<file path="src/rtl/short_guard_pkg.sv">
// Package: shared constants for the short-circuit shutdown timer.
package short_guard_pkg;
    localparam int unsigned SW_COUNT      = 12;  // six bridges, two switches each
    localparam int unsigned DEF_SHORT_TCK = 3;   // default short delay, ticks
    localparam int unsigned DEF_LONG_TCK  = 24;  // default long delay, ticks
endpackage

</file>
<file path="src/rtl/sg_delay_pick.sv">
// Module: sg_delay_pick
// Selects the active shutdown limit in ticks from the delay-select bit.
// Assumes: both limits are at least 1 and fit in CW bits.
module sg_delay_pick #(
    parameter int unsigned SHORT_TICKS = 3,
    parameter int unsigned LONG_TICKS  = 24,
    parameter int unsigned CW          = 5
) (
    input  logic          long_dly_i,
    output logic [CW-1:0] limit_o
);
    localparam logic [CW-1:0] LIM_S = CW'(SHORT_TICKS);
    localparam logic [CW-1:0] LIM_L = CW'(LONG_TICKS);

    // Purpose: choose the limit for the selected delay
    always_comb begin
        limit_o = long_dly_i ? LIM_L : LIM_S;
    end
endmodule

</file>
<file path="src/rtl/sg_switch_timer.sv">
// Module: sg_switch_timer
// Runs the overcurrent timer of one switch and holds its latch-off state.
// Assumes: tick_i and clr_i are single-cycle pulses; limit_i >= 1.
module sg_switch_timer #(
    parameter int unsigned CW = 5
) (
    input  logic          clk,
    input  logic          rst_n,
    input  logic          ovc_i,
    input  logic          warn_i,
    input  logic          clr_i,
    input  logic          tick_i,
    input  logic [CW-1:0] limit_i,
    output logic          expire_o,
    output logic          off_o
);
    logic [CW-1:0] cnt_q;
    logic          latched_q;
    logic [CW:0]   cnt_inc;
    logic          hit;

    // Purpose: detect the tick on which the count reaches the limit
    always_comb begin
        cnt_inc  = {1'b0, cnt_q} + 1'b1;
        hit      = ovc_i && tick_i && !latched_q && (cnt_inc >= {1'b0, limit_i});
        expire_o = ovc_i && (warn_i || hit);
    end

    // Purpose: advance the timer during an unbroken overcurrent, else hold it at zero
    always_ff @(posedge clk) begin
        if (!rst_n || !ovc_i || latched_q || expire_o)
            cnt_q <= '0;
        else if (tick_i)
            cnt_q <= cnt_inc[CW-1:0];
    end

    // Purpose: latch the switch off on expiry; the reset pulse releases it, and expiry wins
    always_ff @(posedge clk) begin
        if (!rst_n)
            latched_q <= 1'b0;
        else if (expire_o)
            latched_q <= 1'b1;
        else if (clr_i)
            latched_q <= 1'b0;
    end

    assign off_o = latched_q;


    warn_cut_chk: assert property (@(posedge clk) disable iff (!rst_n)
        (ovc_i && warn_i) |=> latched_q);

    drop_clear_chk: assert property (@(posedge clk) disable iff (!rst_n)
        !ovc_i |=> (cnt_q == '0));

    hold_off_chk: assert property (@(posedge clk) disable iff (!rst_n)
        (latched_q && !clr_i) |=> (latched_q && cnt_q == '0));

    no_tick_chk: assert property (@(posedge clk) disable iff (!rst_n)
        (!tick_i && !warn_i && !clr_i && ovc_i && !latched_q) |=> ($stable(cnt_q) && !latched_q));

    rise_cause_chk: assert property (@(posedge clk) disable iff (!rst_n)
        $rose(latched_q) |-> $past(ovc_i));
endmodule

</file>
<file path="src/rtl/short_guard.sv">
// Module: short_guard
// Short-circuit shutdown supervisor for twelve half-bridge switches: one
// timer per switch, a shared delay select, and a common short flag.
// Assumes: ovc_i is synchronous to clk; the user holds a switch off when its mask bit is set.
module short_guard
    import short_guard_pkg::*;
#(
    parameter int unsigned NSW         = SW_COUNT,
    parameter int unsigned SHORT_TICKS = DEF_SHORT_TCK,
    parameter int unsigned LONG_TICKS  = DEF_LONG_TCK
) (
    input  logic           clk,
    input  logic           rst_n,
    input  logic [NSW-1:0] ovc_i,
    input  logic           long_dly_i,
    input  logic           warn_i,
    input  logic           clr_i,
    input  logic           tick_i,
    output logic [NSW-1:0] off_mask_o,
    output logic           short_o
);
    localparam int unsigned MAXT = (LONG_TICKS > SHORT_TICKS) ? LONG_TICKS : SHORT_TICKS;
    localparam int unsigned CW   = $clog2(MAXT + 1);

    logic [CW-1:0]  limit;
    logic [NSW-1:0] expire;
    logic           short_q;

    sg_delay_pick #(
        .SHORT_TICKS (SHORT_TICKS),
        .LONG_TICKS  (LONG_TICKS),
        .CW          (CW)
    ) u_pick (
        .long_dly_i (long_dly_i),
        .limit_o    (limit)
    );

    for (genvar i = 0; i < NSW; i++) begin : g_sw
        sg_switch_timer #(.CW(CW)) u_tmr (
            .clk      (clk),
            .rst_n    (rst_n),
            .ovc_i    (ovc_i[i]),
            .warn_i   (warn_i),
            .clr_i    (clr_i),
            .tick_i   (tick_i),
            .limit_i  (limit),
            .expire_o (expire[i]),
            .off_o    (off_mask_o[i])
        );
    end

    // Purpose: set the shared short flag on any expiry; the reset pulse clears it
    always_ff @(posedge clk) begin
        if (!rst_n)
            short_q <= 1'b0;
        else if (|expire)
            short_q <= 1'b1;
        else if (clr_i)
            short_q <= 1'b0;
    end

    assign short_o = short_q;


    flag_with_mask_chk: assert property (@(posedge clk) disable iff (!rst_n)
        ((off_mask_o & ~$past(off_mask_o)) != '0) |-> short_o);

    clear_all_chk: assert property (@(posedge clk) disable iff (!rst_n)
        (clr_i && ovc_i == '0) |=> (off_mask_o == '0 && !short_o));

    warn_idle_chk: assert property (@(posedge clk) disable iff (!rst_n)
        (ovc_i == '0 && !clr_i) |=> $stable(off_mask_o));
endmodule

</file>
<file path="config.mk">
export PLATFORM = sky130hd
export DESIGN_NAME = short_guard
export DESIGN_NICKNAME = d
export VERILOG_FILES = /design/src/rtl/short_guard_pkg.sv /design/src/rtl/sg_delay_pick.sv /design/src/rtl/sg_switch_timer.sv /design/src/rtl/short_guard.sv
export SDC_FILE = /design/constraint.sdc
export NUM_CORES = 1
export LEC_CHECK = 0
export BUFFER_PORTS_ARGS = -buffer_cell sky130_fd_sc_hd__buf_2
export CORE_ASPECT_RATIO = 1.2
export CORE_MARGIN = 2
export CORE_UTILIZATION = 50
export DETAILED_ROUTE_END_ITERATION = 16
export MAX_ROUTING_LAYER = met4
export PLACE_DENSITY = 0.67
export SLEW_MARGIN = 20
export SYNTH_ARGS = -nofsm -noshare
export SYNTH_HDL_FRONTEND = slang
export SYNTH_HIERARCHICAL = 1
export SYNTH_SLANG_ARGS = --single-unit
</file>
<file path="constraint.sdc">
create_clock -name clk -period 3.3 [get_ports clk]
set_input_delay 0.495 -clock clk [delete_from_list [all_inputs] [get_ports clk]]
set_output_delay 0.495 -clock clk [all_outputs]
set_load 0.02 [all_outputs]
</file>
==> impl_metrics.toml <==
[power]
switching_share = 0.2561
p_per_area_nw_per_um2 = 342.6
seqPwrFrac = 0.394
pwr-share-clk = 0.470
power_frac_comb = 0.136
irDropWorstVdd_mv = 0.2184
p_leak_uw = 0.002965
power.switching_uw = 591.4
intPower_uw = 1718

[detailed_routing]
vias = 4582
route.detailed.drc = 0
routed_wl_um = 12530
drtAntennaViolNets = 0
wire_per_inst_um = 15.04
first_iter_violations = 185
drt_first_pass_iters = 4
viasPerCell = 5.501

[yosys]
async_reset_ff_frac = 0
synth_edf_count = 0
syn-cell-area_um2 = 6098
netlist.area_leader.share = 0.2396
netlist_top_cells_count = "dfxtp_1 (73), ha_1 (72), inv_1 (62)"
synth_area_leaders = "dfxtp_1 (24%), ha_1 (15%), xor2_1 (8.6%), a221oi_4 (5.2%), nor3_1 (4.9%)"
yosysMostFrequentCell = "dfxtp_1"
yosysSeqAreaShare = 0.2396
ys.flop_type = "dfxtp_1"
syn_area_per_cell_um2 = 9.574
synth-seq-cells = 73
netlist_instances = 637
yosysTopAreaCell = "dfxtp_1"
syn_nets = 727
yosysUniqueCellTypes = 30
yosysWarnings = 6

[setup_path]
worstSetupStartpointType = "flip-flop"
worstReg2RegEnd = "short_o"
endpoint_kind = "flip-flop"
cp_max_fo = 6
endpoint = "short_o"
path_class = "reg2reg"
ff2ff_setup_slack_ns = 0.59
reg2reg_depth = 9
required_ns = 3.50
cp_data_arrival_time_ns = 2.91
regToRegStartpoint = "g_sw[3].u_tmr/cnt_q[2]"
crit_start = "g_sw[3].u_tmr/cnt_q[2]"

[clock_network]
clk_path_buf_depth = 2
cts_tree = "done"
cts.sinks = 73
cts-root-buf = "clkbuf_16"
htree_levels = 3
cts_hold_buf = 0
numCtsBuffers = 9
cts_repair_resize_count = 0
clkLatencyLatePin_ns = 0.34
path_clk_slew_ns = 0.06
postCtsSetupBuffers = 0

[global_route]
overflow = 0
grt_pass1_wl_um = 21920
grtUsageTotal = 0.2080
grt_max_degree = 38
grt_pass1_vias = 4704
top_usage_layer = "met2"
met1_usage = 0.2423
use_met2 = 0.3625
antenna_found_initial = 0
use_met3 = 0.02763

[place]
place_ws_ns = 0.3343
hpwl_um = 9151
dpl.cell_count = 817
place.gp.congestion = 0.8537
io_buffers = 30
post_dp_cell_area_um2 = 6410

[timing]
rsz0062_at_grt = "false"
fmax_mhz = 368.4
setup_slack_ns = 0.5853
max_slew_margin = 0.5156
setup_viol = 0
clock-skew-final_ns = 0.006920
min_period_over_period = 0.8226
tightestPinTransition_ns = 0.7265
drv_slew = 0
post-route-min-period_ns = 2.715
hold_viol_final = 0
finalSetupTns_ns = 0

[finish]
final_cells = 833
layout-drive-gt1-share = 0.1860
antenna-diode-count = 0
syn_to_final_growth_pct = 10.53
fin_area_um2 = 6740
layout.nets = 757
nFillCells = 1094

[die]
start_util = 0.5081
die_h_um = 125.0
fp-row-count = 44
dieWidth_um = 104.8
die_area_um2 = 13100
ioPinCount = 31
core_area_um2 = 12000

[flow_run]
max_cap_violations = 0

[min_path]
min_path_type = "in2reg"

[outcome]
outcome = "completed"
[power groups by stage]
stage | sequential (µW) | combinational, µW | clock (µW)
5_1_grt | 912 | 348 | 1160
3_3_place_gp | 928 | 302 | 0
4_1_cts | 910 | 315 | 1110
2_1_floorplan | 938 | 214 | 0
6_report | 910 | 315 | 1080
3_5_place_dp | 929 | 312 | 0
[how the worst min path moves through the flow]
stage                                       start                      end  cells after the start
after floorplan            g_sw[0].u_tmr/cnt_q[1]   g_sw[0].u_tmr/cnt_q[1]                      2
after global placement    g_sw[11].u_tmr/cnt_q[1]  g_sw[11].u_tmr/cnt_q[1]                      2
after detailed placement   g_sw[8].u_tmr/cnt_q[1]   g_sw[8].u_tmr/cnt_q[1]                      2
after CTS                                ovc_i[5]      g_sw[5].u_tmr/off_o                      3
after global routing                    ovc_i[10]     g_sw[10].u_tmr/off_o                      3
final                                    ovc_i[5]      g_sw[5].u_tmr/off_o                      3
[layer usage]
| layer | wire [µm] | vias up |
|---|---|---|
| met5 | 0 | - |
| met2 | 6233 | 55 |
| met3 | 280 | 25 |
| met1 | 5735 | 2184 |
| li1 | - | 2318 |
| met4 | 282 | 0 |
[metrics by stage]
step | hold WS [ns] | utilization | total power [µW]
floorplan | 0.5144 | - | 1152
global placement | 0.5232 | 0.5341 | 1231
detailed placement | 0.5347 | 0.5341 | 1242
CTS | 0.4249 | 0.5616 | 2338
global route | 0.4456 | 0.5616 | 2415
finish | 0.4346 | 0.5616 | 2310
[registers in the layout (all words and copies together), names as in the netlist]
name,count
short_o,1
g_sw.u_tmr/cnt_q,60
g_sw.u_tmr/off_o,12
[kinds of logic after synthesis]
kind of cell	count (synthesis)	synth area share
AOI/OAI and AO/OA	85	0.1861
xor gates and xnor gates	84	0.1206
adders and majority gates	72	0.1477
buffers and inverters	78	0.05293
DFF	73	0.2396
muxes	12	0.01970
other	1	0.0006149
and+or+nand+nor	232	0.2327
[critical path, stage by stage (launching register included)]
cell,delay (ns)
dfxtp_1,0.42
and3_4,0.26
xor2_1,0.18
ha_1,0.29
a21o_4,0.23
a221oi_4,0.31
o221ai_2,0.19
and2_1,0.23
nor4_2,0.31
a41oi_1,0.15
[layout make-up]
class                   instances  area (µm²)  share of cell area
clock buffers                  11       252.7             0.03750
multi-input cells             486        4314              0.6401
repair buffers                 35       200.2             0.02970
flip-flops and latches         73        1461              0.2168
clock inverters                 5       77.57             0.01151
well taps                     161       201.4             0.02989
inverters                      62       232.7             0.03453
[cell usage in the layout, fill, tap and decap left out, types with 13 or more instances in the layout]
| master | count |
|---|---|
| inv_1 | 62 |
| nand3_1 | 24 |
| buf_2 | 30 |
| ha_1 | 72 |
| nand2b_1 | 13 |
| xor2_1 | 60 |
| nor3_1 | 60 |
| xnor2_1 | 24 |
| and2_1 | 24 |
| nand2_1 | 36 |
| dfxtp_1 | 73 |
No activity file was read; power rests on OpenSTA's default activity.
